===== src/rtl/dsu_pkg.sv =====
// Shared types for the decimal accumulator shift unit.
// Assumes a 2-bit operation code as listed in the brief.
package dsu_pkg;

    typedef enum logic [1:0] {
        OP_SHR      = 2'd0,
        OP_SHR_RND  = 2'd1,
        OP_SHL      = 2'd2,
        OP_SHL_NORM = 2'd3
    } shift_op_e;

    typedef enum logic [1:0] {
        ST_IDLE   = 2'd0,
        ST_RUN    = 2'd1,
        ST_FINISH = 2'd2
    } shift_state_e;

endpackage


===== src/rtl/dsu_bcd_incr.sv =====
// Adds an optional one to a packed-BCD magnitude through a digit ripple chain.
// Assumes every input digit is a legal BCD value; carry out of the top digit is dropped.
module dsu_bcd_incr #(
    parameter int NDIG = 20
) (
    input  logic [NDIG*4-1:0] mag_in,
    input  logic              cin,
    output logic [NDIG*4-1:0] mag_out
);
    localparam int AW = NDIG * 4;

    logic [NDIG-1:0] carry;

    assign carry[0] = cin;

    for (genvar g = 0; g < NDIG; g++) begin : g_digit
        logic [3:0] dig;
        assign dig = mag_in[4*g +: 4];
        // Per-digit increment: a nine wraps to zero and passes the carry on.
        assign mag_out[4*g +: 4] = carry[g] ? ((dig == 4'd9) ? 4'd0 : dig + 4'd1) : dig;
        if (g < NDIG - 1) begin : g_chain
            assign carry[g+1] = carry[g] && (dig == 4'd9);
        end
    end

    // Guard against an empty build width at elaboration.
    initial begin
        if (AW < 8) $error("dsu_bcd_incr needs at least two digits");
    end
endmodule


===== src/rtl/dsu_count_bcd.sv =====
// Converts a small binary place count into two BCD digits {tens, units}.
// Assumes the count never exceeds 99.
module dsu_count_bcd #(
    parameter int CW = 5
) (
    input  logic [CW-1:0] count,
    output logic [7:0]    bcd
);
    // Split the count by constant division, small enough to stay shallow.
    always_comb begin
        bcd[7:4] = 4'(int'(count) / 10);
        bcd[3:0] = 4'(int'(count) % 10);
    end
endmodule


===== src/rtl/dec_acc_shifter.sv =====
// Multi-cycle shifter for a packed-BCD sign-magnitude accumulator.
// Moves one digit per clock; a rounding shift keeps the last digit lost in a
// guard register and adds one when it is 5 or more; normalize counts places
// and writes the count into the two low digits. The sign passes through untouched.
// Assumes shift_digit is BCD (0..9) whenever start is high.
module dec_acc_shifter
    import dsu_pkg::*;
#(
    parameter int NDIG = 20
) (
    input  logic              clk,
    input  logic              rst_n,
    input  logic              start,
    input  logic [1:0]        op_sel,
    input  logic [3:0]        shift_digit,
    input  logic [NDIG*4-1:0] acc_in,
    input  logic              sign_in,
    output logic [NDIG*4-1:0] acc_out,
    output logic              sign_out,
    output logic              done
);
    localparam int AW       = NDIG * 4;
    localparam int CW       = $clog2(NDIG + 1);
    localparam int RND_ZERO = 10;

    shift_state_e   state_q;
    shift_op_e      op_q;
    logic [AW-1:0]  work_q;
    logic [3:0]     guard_q;
    logic           sgn_q;
    logic [CW-1:0]  remain_q;
    logic [CW-1:0]  nrm_cnt_q;

    logic [CW-1:0]  eff_count;
    logic           msd_zero;
    logic           round_up;
    logic [AW-1:0]  rounded;
    logic [7:0]     cnt_bcd;
    logic [AW-1:0]  result;

    // Translate the place digit; a zero digit on the rounding shift means ten places.
    always_comb begin
        if (shift_op_e'(op_sel) == OP_SHR_RND && shift_digit == 4'd0)
            eff_count = CW'(RND_ZERO);
        else
            eff_count = CW'(shift_digit);
    end

    assign msd_zero = (work_q[AW-1 -: 4] == 4'd0);
    assign round_up = (guard_q >= 4'd5);

    dsu_bcd_incr #(.NDIG(NDIG)) u_incr (
        .mag_in  (work_q),
        .cin     (round_up),
        .mag_out (rounded)
    );

    dsu_count_bcd #(.CW(CW)) u_count (
        .count (nrm_cnt_q),
        .bcd   (cnt_bcd)
    );

    // Pick the final magnitude for the operation in flight.
    always_comb begin
        case (op_q)
            OP_SHR_RND:  result = rounded;
            OP_SHL_NORM: result = {work_q[AW-1:8], cnt_bcd};
            default:     result = work_q;
        endcase
    end

    // Sequencer and datapath: load, step one digit per cycle, then publish.
    always_ff @(posedge clk) begin
        if (!rst_n) begin
            state_q   <= ST_IDLE;
            op_q      <= OP_SHR;
            work_q    <= '0;
            guard_q   <= '0;
            sgn_q     <= 1'b0;
            remain_q  <= '0;
            nrm_cnt_q <= '0;
            acc_out   <= '0;
            sign_out  <= 1'b0;
            done      <= 1'b0;
        end else begin
            done <= 1'b0;
            case (state_q)
                ST_IDLE: begin
                    if (start) begin
                        op_q      <= shift_op_e'(op_sel);
                        work_q    <= acc_in;
                        guard_q   <= '0;
                        sgn_q     <= sign_in;
                        remain_q  <= eff_count;
                        nrm_cnt_q <= '0;
                        state_q   <= ST_RUN;
                    end
                end
                ST_RUN: begin
                    if (op_q == OP_SHL_NORM) begin
                        if (!msd_zero || nrm_cnt_q == CW'(NDIG)) begin
                            state_q <= ST_FINISH;
                        end else begin
                            work_q    <= {work_q[AW-5:0], 4'd0};
                            nrm_cnt_q <= nrm_cnt_q + 1'b1;
                        end
                    end else if (remain_q == '0) begin
                        state_q <= ST_FINISH;
                    end else begin
                        remain_q <= remain_q - 1'b1;
                        if (op_q == OP_SHL) begin
                            work_q <= {work_q[AW-5:0], 4'd0};
                        end else begin
                            guard_q <= work_q[3:0];
                            work_q  <= {4'd0, work_q[AW-1:4]};
                        end
                    end
                end
                ST_FINISH: begin
                    acc_out  <= result;
                    sign_out <= sgn_q;
                    done     <= 1'b1;
                    state_q  <= ST_IDLE;
                end
                default: state_q <= ST_IDLE;
            endcase
        end
    end

    // completion is a single-cycle pulse.
    p_done_pulse_r2: assert property (@(posedge clk) disable iff (!rst_n)
        done |=> !done);

    // the place digit must be BCD when a request arrives.
    p_bcd_digit_r2: assert property (@(posedge clk) disable iff (!rst_n)
        (start && state_q == ST_IDLE) |-> (shift_digit <= 4'd9));

    // shift counts never exceed ten places.
    p_count_limit_r3: assert property (@(posedge clk) disable iff (!rst_n)
        (state_q == ST_RUN && op_q != OP_SHL_NORM) |-> (remain_q <= CW'(RND_ZERO)));

    // a normalized result with a short count has a nonzero top digit.
    p_norm_msd_r6: assert property (@(posedge clk) disable iff (!rst_n)
        (done && op_q == OP_SHL_NORM && nrm_cnt_q != CW'(NDIG)) |-> (acc_out[AW-1 -: 4] != 4'd0));

    // normalize never counts past the accumulator width.
    p_norm_bound_r7: assert property (@(posedge clk) disable iff (!rst_n)
        nrm_cnt_q <= CW'(NDIG));

    // the published sign is the one captured with the request.
    p_sign_kept_r8: assert property (@(posedge clk) disable iff (!rst_n)
        done |-> (sign_out == sgn_q));

    // a request while busy leaves the captured operation alone.
    p_busy_ignore_r9: assert property (@(posedge clk) disable iff (!rst_n)
        (state_q != ST_IDLE) |=> $stable(op_q));
endmodule


===== config.mk =====
export PLATFORM = sky130hd
export DESIGN_NAME = dec_acc_shifter
export DESIGN_NICKNAME = d
export VERILOG_FILES = /design/src/rtl/dsu_pkg.sv /design/src/rtl/dsu_bcd_incr.sv /design/src/rtl/dsu_count_bcd.sv /design/src/rtl/dec_acc_shifter.sv
export SDC_FILE = /design/constraint.sdc
export NUM_CORES = 1
export LEC_CHECK = 0
export CAP_MARGIN = 5
export CORE_ASPECT_RATIO = 1.2
export CORE_MARGIN = 5
export CORE_UTILIZATION = 50
export CTS_CLUSTER_DIAMETER = 120
export CTS_CLUSTER_SIZE = 10
export DETAILED_ROUTE_END_ITERATION = 8
export GPL_TIMING_DRIVEN = 0
export PLACE_DENSITY = 0.76
export SYNTH_ARGS = -nofsm -noshare
export SYNTH_HDL_FRONTEND = slang
export SYNTH_SLANG_ARGS = --single-unit

===== constraint.sdc =====
create_clock -name clk -period 4.2 [get_ports clk]
set_input_delay 0.84 -clock clk [delete_from_list [all_inputs] [get_ports clk]]
set_output_delay 0.84 -clock clk [all_outputs]
set_load 0.02 [all_outputs]

* Word-level counts from Yosys, hierarchy flattened *
Cells that the tools add are included.

cells by class
  add/sub/neg operators = 22
  divide/modulo/power cells = 2
  magnitude comparators = 1
  equal/unequal tests = 37
  mux-type cells = 67
  reduce and logical (&&, ||, !) cells = 33

operators by type and width
  kind                  count
  $mux 80               5
  $pmux 80 s2           2
  $mux 4                45
  $add 4x1->4 const B   20
  $eq 4x4->1 const B    20
  $div 6x5->32 const B  1
  $mod 6x5->32 const B  1
  $mux 5                6
  $logic_and 1x1->1     20
  $pmux 5 s2            2
  $ne 2x2->1 const B    6
  $ne 3x3->1 const B    4
  $reduce_and 4->1      3
  $logic_not 4->1       2
  $mux 2                4
  $pmux 4 s2            1
  $eq 2x1->1 const B    3
  $eq 2x2->1 const B    3
  $add 5x1->5 const B   1
  $eq 5x5->1 const B    1
  $logic_not 5->1       1
  $reduce_and 5->1      1
  $sub 5x1->5 const B   1
  $ge 4x3->1 const B    1
  8 further kinds       8

storage, ports and cells
  register bits = 181
  output and inout port bits = 82
  word-level logic and storage cells = 172

* Depth between registers and ports, before layout *
Gate-level depths: netlist of the first run.

  depth after elaboration = 22
  mapped depth = 11
  depth with buffers taken out = 8

* Cells and area by module *
A second synthesis of the first run with hierarchy kept.

second synthesis, totals
  cell total of the unflattened synthesis = 1405
  area, all modules = 12145.4 µm²

by module, submodules not included
  module           times used  cells an instance  area each (µm²)  seq. area each (µm²)
  dec_acc_shifter  1           1038               9537.9           3623.5
  dsu_bcd_incr     1           332                2371.0           0.0
  dsu_count_bcd    1           35                 236.5            0.0

* Least setup slack after synthesis of the first run *
Ideal clock, no wire load.

  kind = register to register
  start point = reg nrm_cnt_q[0]
  end point = reg acc_out[2]
  library setup time = 0.058 ns
  arrival = 2.205 ns
  path slack = 1.936 ns
  cell stages (with the launch flop) = 9
  buffers on the path = 0
  period minus slack after synthesis = 2.264 ns
  cells stage by stage = dfxtp_1 -> inv_1 -> ha_1 -> or2_2 -> maj3_1 -> a22oi_1 -> mux2_2 -> o221ai_1 -> o211a_1

on the way
  longest elaborated chain between the ends = 2

ends and longest elaborated chain
  item                    line                    source
  from (decl)             dec_acc_shifter.sv:32   logic [CW-1:0] nrm_cnt_q;
  from (signal assigned)  dec_acc_shifter.sv:105  nrm_cnt_q <= nrm_cnt_q + 1'b1;
  $mod 6x5->32            dsu_count_bcd.sv:12     bcd[3:0] = 4'(int'(count) % 10);
  $pmux 80 s2             dec_acc_shifter.sv:65   case (op_q)
  to (signal assigned)    dec_acc_shifter.sv:120  acc_out <= result;
  to (decl)               dec_acc_shifter.sv:18   output logic [NDIG*4-1:0] acc_out,

No other way between the ends.
A chain may end at the register's enable or synchronous reset.

==> metrics.md, run 1 <==
| Metric | Value |
|---|---|
| VDD IR max | ~0.00031 V |
| Die height | ~170 um |
| Async S/R FF share, synth | 0% |
| Data arrival, critical path | just under 4 ns |
| Yosys warning total | 0 |
| Worst setup startpoint | rst_n |
| Area Growth Syn to Fin | 25.4% |
| Post-cts resize count | 0 |
| CP Class | in2reg |
| Cell Chain, Critical Path | clkdlybuf4s50_1 > clkbuf_1 > clkinv_1 > nor2_1 > clkbuf_1 > nand2_1 > o21ai_1 |
| Final core occ | between 60% and 70% |
| Min-delay src | acc_out[18] |
| Critical register-to-register path startpoint | state_q[0] |
| Yosys reg bits | ~180 |
| Sink Count | ~180 |
| Leak | around 4.6 nW |
| HPWL after detailed placement | between 20000 and 30000 um |
| Synth Area per Inst | 7.90 um2 |
| DR DRC count | 0 |
| Commonest non-fill, non-tap cell in the layout | nand2_1 |
| Top FF cell, synth | dfxtp_1 |
| Fmax | 285 MHz |
| Most frequent cells in the layout | nand2_1, dfxtp_1, clkdlybuf4s50_1, a21oi_1, o211ai_1 |
| Initial antenna violation count | 0 |
| Seq/Total Area, Yosys | between 30% and 40% |
| Req. time, crit path | 4.57 ns |
| Cell mode on critical path | clkbuf_1 |
| Via density | ~6.2 |
| Worst Tran Pin Value | roughly 1.2 ns |
| Crit path max-delay cell type | nor2_1 |
| CTS tree | done |
| Port Buffers | ~170 |
| Fill count | around 1900 |
| Final setup fails | 0 |
| First-pass GRT wire length | approximately 60000 um |
| DR iter-0 viols | roughly 1000 |
| Row Count | 58 |
| H-Tree Depth | 4 |
| CP Launch Type | input pin |
| Clock tree buffer depth | 2 |
| IO Count | between 150 and 200 |
| Crit-path max cell delay | about 0.90 ns |
| Number of routed nets with antenna violations | 0 |
| Largest net degree at the start of global routing | 17 |
| Syn Inst Count | between 1000 and 1500 |
| Max-slew violations | 0 |
| Power Density | approximately 450 nW/um2 |
| Drt wl/cell | ~22 um |
| Nets@finish | around 1700 |
| Synth cell types | 75 |
| Layout cells sized above 1 | 4.58% |
| Area of the mapped netlist | ~10000 um2 |
| RSZ-0062 raised after global routing | false |
| Fin. Hold Viols | 0 |
| Final wirelength | around 39000 um |
| Clock Skew | roughly 0.0087 ns |
| CORE AREA | roughly 21000 um2 |
| Hold Buf Count CTS | 0 |
| Die W | 142 um |
| Setup TNS | 0 ns |
| Antenna Cells | 0 |
| Register area | 3620 um2 |
| CTS clock-pin slew for the worst setup and hold paths | 0.07 ns |
| Headroom to the max-slew limit | 21.9% |
| Drt pass-1 iters | 6 |
| Root Driver | clkbuf_16 |
| Mapped Nets | around 1500 |
| Gr ovfl total | 0 |
| Starting Density | slightly above 50% |
| Worst Setup End Kind | flop |
| Worst-Skew Late Latency | between 0.4 and 0.5 ns |
| Fin crit share | between 80% and 90% |
| CP Max Fanout | 10 |
| Worst Hold Class | reg2reg |
| Power Total | 5.89 mW |
| Status | finished clean |
| Post-synth EDFFs | 0 |
| Gr usage total | between 30% and 40% |
| Max-cap violations | 0 |
| Final min period | around 3.5 ns |
| DR vias | 11100 |
| Placer Congestion | around 0.95 |
| Die footprint | between 20000 and 25000 um2 |
| Total setup buffers inserted after CTS | 0 |
| Vias in the first global route | 10800 |
| CTS Buf Count | 17 |
| Area of the multi-input gates | 6290 um2 |
==> through the flow <==
| stage | setup WS (ns) | hold WS (ns) | std cells | cell area, um2 |
|---|---|---|---|---|
| after floorplan | 1.94 | 0.432 | 1327 | 10500 |
| after global placement | 0.358 | 0.439 | 1768 | 12500 |
| after detailed placement | 0.346 | 0.445 | 1768 | 12500 |
| after CTS | 0.712 | 0.462 | 1798 | 13100 |
| after global routing | 0.522 | 0.500 | 1798 | 13100 |
| final | 0.694 | 0.460 | 1798 | 13100 |
==> synthesized netlist by cell type (all sizes together) (5+ instances only) <==
cell type,instances,area (um2)
nand2,227,857
dfxtp,181,3620
a21oi,123,616
o211ai,97,728
mux2i,77,771
clkbuf,73,274
nor2,71,269
o21ai,68,340
ha,44,551
nand3,40,218
buf,33,170
inv,32,120
nor3,28,145
or3,19,119
a31oi,18,113
nand4,15,109
nor4,15,115
and3b,14,123
and2,12,75.1
xor2,12,105
a211oi,11,87.6
nand3b,11,82.6
nor2b,9,56.3
a311oi,7,61.3
xnor2,7,61.3
and3,6,37.5
nor3b,6,50.1
o31ai,6,45.0
a22o,5,43.8
==> logic make-up (layout without fill, tap and decap cells) <==
group	count (synthesis)	after routing	share of synthesized area, %
compound gates	370	370	22.4
xor+xnor	19	19	1.59
fa+ha+maj	45	45	5.34
buf+inv	141	342	5.49
flops	181	181	34.6
mux	78	78	7.46
simple gates	493	493	23.2
==> metal layers <==
layer  vias to the layer above  GRT usage (%)  wire length [um]
li1                       5171              -                 -
met1                      5166           40.3             15500
met2                       593           50.6             17900
met3                       145           5.79              3220
met4                         0           17.0              2160
met5                         -              0                 0
==> critical path, delay by kind of cell <==
family	cells	cell delay, ns
AO/OA/AOI/OAI	1	0.11
buffers and inverters	4	1.87
AND/OR/NAND/NOR	2	1.04
==> sequential cells by signal, indices dropped and copies added, names as in the netlist, 2 cells and up <==
| signal | count |
|---|---|
| work_q | 80 |
| op_q | 2 |
| remain_q | 5 |
| acc_out | 80 |
| guard_q | 4 |
| state_q | 2 |
| nrm_cnt_q | 5 |
==> path summary, 6_finish.rpt <==
check           endpoint  slack, ns  depth (start not counted)
max          acc_out[74]       0.69                          7
max reg2reg    work_q[8]       1.14                          7
min          acc_out[18]       0.46                          2
min reg2reg  acc_out[18]       0.46                          2
==> area by class of cell <==
class / instances / share of cell area (%)
sequential: 181 / 27.6
timing repair buffer: 171 / 13.0
buffer: 106 / 3.38
clock inverter: 12 / 1.37
inverter: 35 / 0.999
multi-input combinational: 1005 / 47.8
clock buffer: 18 / 3.26
tap: 270 / 2.57
==> power by group <==
| group | internal, mW | total [mW] | switching, mW |
|---|---|---|---|
| logic | 0.720 | 1.83 | 1.11 |
| clock network | 0.992 | 1.72 | 0.725 |
| registers | 1.96 | 2.34 | 0.385 |
| total | 3.67 | 5.89 | 2.22 |
Power figures use the tool's default switching activity.
==> inputs of run 2 (changes only) <==
- CORE_UTILIZATION: 50 -> 49
- PLACE_DENSITY: 0.76 -> 0.77
- clock period: 4.2 -> 2.88 ns (I/O delays scaled with it)
==> run 2 against run 1 <==
  * First-iteration DRC count up 0.57%
  * Register-to-register slack worse by 1.1 ns
  * Critical path depth down 1
  * Largest cell class unchanged
  * Total power up 46%
  * Die area up 1.9%
  * Setup slack worse by 0.64 ns
  * Combinational power up 50%
  * Sequential share of layout area down 0.12 points
  * Critical endpoint is now work_q[65]
  * Global-route usage down 0.17 points
  * Clock power up 42%
==> metrics.md, run 2 (synthesized netlist as in run 1, its figures left out) <==
| Metric | Value |
|---|---|
| Status | finished clean (unchanged) |
| Headroom to the max-slew limit | 36.6% (was 21.9%) |
| Drt wl/cell | 21.7 um (was 21.6 um) |
| Row Count | 58 (unchanged) |
| Worst-Skew Late Latency | 0.44 ns (about the same) |
| HPWL after detailed placement | 28500 um (was 28200 um) |
| Sw power | 3.26 mW (was 2.22 mW) |
| First-pass GRT wire length | 60400 um (was 59900 um) |
| Fin. Hold Viols | 0 (unchanged) |
| Drt pass-1 iters | 8 (was 6) |
| Fin crit share | 98.2% |
| Gr ovfl total | 0 (unchanged) |
| Sink Count | 181 (unchanged) |
| Vias in the first global route | 10800 (about the same) |
| Fin Hold WS | 0.457 ns (was 0.460 ns) |
| Clock tree buffer depth | 2 (unchanged) |
| Placer Congestion | 0.956 (was 0.952) |
| Antenna Cells | 0 (unchanged) |
| Setup WS post-layout | 0.0532 ns (was 0.694 ns) |
| CP Class | reg2reg (was in2reg) |
| Via density | 6.25 (was 6.16) |
| Power Total | 8.59 mW (was 5.89 mW) |
| VDD IR max | 0.000454 V (was 0.000312 V) |
| CP Max Fanout | 10 (unchanged) |
| CORE AREA | 21000 um2 (was 20800 um2) |
| Int Pwr | 5.33 mW (was 3.67 mW) |
| Commonest non-fill, non-tap cell in the layout | nand2_1 (unchanged) |
| Final wirelength | 39100 um (was 38800 um) |
| CTS tree | done (unchanged) |
| Clk network pwr share | 28.4% (was 29.2%) |
| Starting Density | 49.8% (was 50.4%) |
| Gr usage total | 31.5% (was 31.6%) |
| Worst Tran Pin Value | 0.951 ns (was 1.17 ns) |
| Switching Fraction | 38.0% (was 37.7%) |
| Die height | 170 um (was 169 um) |
| Die W | 144 um (was 142 um) |
| Final min period | around 2.8 ns |
| Fmax | roughly 350 MHz |
| Clock Skew | 0.00819 ns (was 0.00874 ns) |
| CP Launch Type | flop (was input pin) |
| Pre-CTS setup slack | -0.704 ns (was 0.346 ns) |
| WL met3 | 3600 um (was 3220 um) |
| CTS Buf Count | 17 (unchanged) |
| Sequential Power Share | 39.8% (was 39.7%) |
| Met2 WL | 18100 um (was 17900 um) |
| Data arrival, critical path | 3.14 ns (was 3.87 ns) |
| Metal-1 WL | 15600 um (was 15500 um) |
| Die footprint | 24400 um2 (was 24000 um2) |
| Max-cap violations | 0 (unchanged) |
| Req. time, crit path | 3.19 ns (was 4.57 ns) |
| Worst Setup End Kind | flop (unchanged) |
| Largest net degree at the start of global routing | 17 (unchanged) |
| Power Density | 651 nW/um2 (was 448 nW/um2) |
| DR DRC count | 0 (unchanged) |
| Combinational group share of total power | 31.9% (was 31.1%) |
| H-Tree Depth | 4 (unchanged) |
| Initial antenna violation count | 0 (unchanged) |
| Most frequent cells in the layout | nand2_1, dfxtp_1, clkdlybuf4s50_1, a21oi_1, o211ai_1 (unchanged) |
| Final setup fails | 0 (unchanged) |
| Root Driver | clkbuf_16 (unchanged) |
| Max-slew violations | 0 (unchanged) |
| Worst Hold Class | reg2reg (unchanged) |
| IO Count | 172 (unchanged) |
| CTS clock-pin slew for the worst setup and hold paths | 0.07 ns (about the same) |
| Biggest regs | acc_out: 80 flops, work_q: 80 flops (unchanged) |
| Nets@finish | 1653 (was 1651) |
| Number of routed nets with antenna violations | 0 (unchanged) |
| DR iter-0 viols | 1053 (was 1047) |
| Layout cells sized above 1 | 5.29% (was 4.58%) |
| Port Buffers | 171 (unchanged) |
| Top sig layer | met4 (unchanged) |
| Leak | 4.63 nW (was 4.58 nW) |
| DR vias | 11300 (was 11100) |
| Area Growth Syn to Fin | 25.9% (was 25.4%) |
## run 2: cell types whose count changed in the layout (fill, tap and decap cells not counted), moves of 2 or more
cell / previous run / this run
clkbuf_1: 74 / 69
clkbuf_2: 0 / 5
clkinvlp_4: 5 / 3
clkinv_2: 1 / 3
## run 2: worst max-delay path, stage by stage, from the launching register on
cell,delay [ns]
dfxtp_1,0.42
clkbuf_1,0.64
buf_1,0.58
clkbuf_1,0.63
o211ai_1,0.20
o211ai_1,0.13
a21oi_1,0.08
## run 2: metal layers
| metal | up-vias | track usage, % |
|---|---|---|
| li1 | 5175 | - |
| met1 | 5316 | 40.5 |
| met2 | 641 | 50.4 |
| met3 | 122 | 6.21 |
| met4 | 0 | 15.3 |
| met5 | - | 0 |
## run 2: final cells by class
cell class / count / area, um2
fillers: 1930 / 7840
multi-input cells: 1005 / 6320
flip-flops and latches: 181 / 3620
repair buffers: 173 / 1740
plain buffers: 106 / 450
clock buffers: 19 / 443
well taps: 270 / 338
clock inverters: 12 / 154
inverters: 35 / 131
## run 2: timing repair
| item | in CTS | in global routing |
|---|---|---|
| pin swaps | 0 | 1 |
| endpoints found under the setup margin | 55 | 42 |
| gates resized for setup | 5 | 9 |
| buffers inserted | 0 | 2 |
| hold buffers | 0 | 0 |
| gates cloned | 0 | 0 |
## run 2: worst paths after layout
| path | end | slack (ns) | start | depth (start not counted) |
|---|---|---|---|---|
| hold / removal | acc_out[29] | 0.46 | acc_out[29] | 2 |
| setup reg to reg | work_q[65] | 0.05 | op_q[1] | 6 |
| setup / recovery | work_q[65] | 0.05 | op_q[1] | 6 |
| hold reg to reg | acc_out[29] | 0.46 | acc_out[29] | 2 |
## run 2: power by group through the flow
stage / Clock, mW / Combinational, mW / Sequential (mW)
3_3_place_gp: 0 / 2.57 / 3.43
4_1_cts: 2.43 / 2.65 / 3.38
6_report: 2.44 / 2.74 / 3.42
3_5_place_dp: 0 / 2.62 / 3.44
2_1_floorplan: 0 / 1.63 / 3.33
5_1_grt: 2.54 / 2.98 / 3.45
## run 2: stage by stage
step,area [um2],std cells,setup TNS (ns),utilization (%)
floorplan,10500,1327,0,-
global placement,12500,1768,-15.61,59.6
detailed placement,12500,1768,-16.68,59.6
CTS,13200,1799,0,62.5
global route,13200,1801,-0.0106,62.7
finish,13200,1801,0,62.7
==> inputs of run 3 (changes only) <==
--- a/config.mk
+++ b/config.mk
@@ -15,4 +15,5 @@
 export GPL_TIMING_DRIVEN = 0
 export PLACE_DENSITY = 0.77
+export SLEW_MARGIN = 10
 export SYNTH_ARGS = -nofsm -noshare
 export SYNTH_HDL_FRONTEND = slang
==> constraint.sdc (replaced) <==
create_clock -name clk -period 2.88 [get_ports clk]
set_input_delay 0.576 -clock clk [delete_from_list [all_inputs] [get_ports clk]]
set_output_delay 0.576 -clock clk [all_outputs]
set_load 0.1 [all_outputs]
==> results of run 3 <==
The final DEF is identical to that of run 2. Status: finished clean.
Main changes from that run: total power 8.59 mW -> 9.09 mW; worst IR drop on VDD 0.000454 V -> 0.000456 V
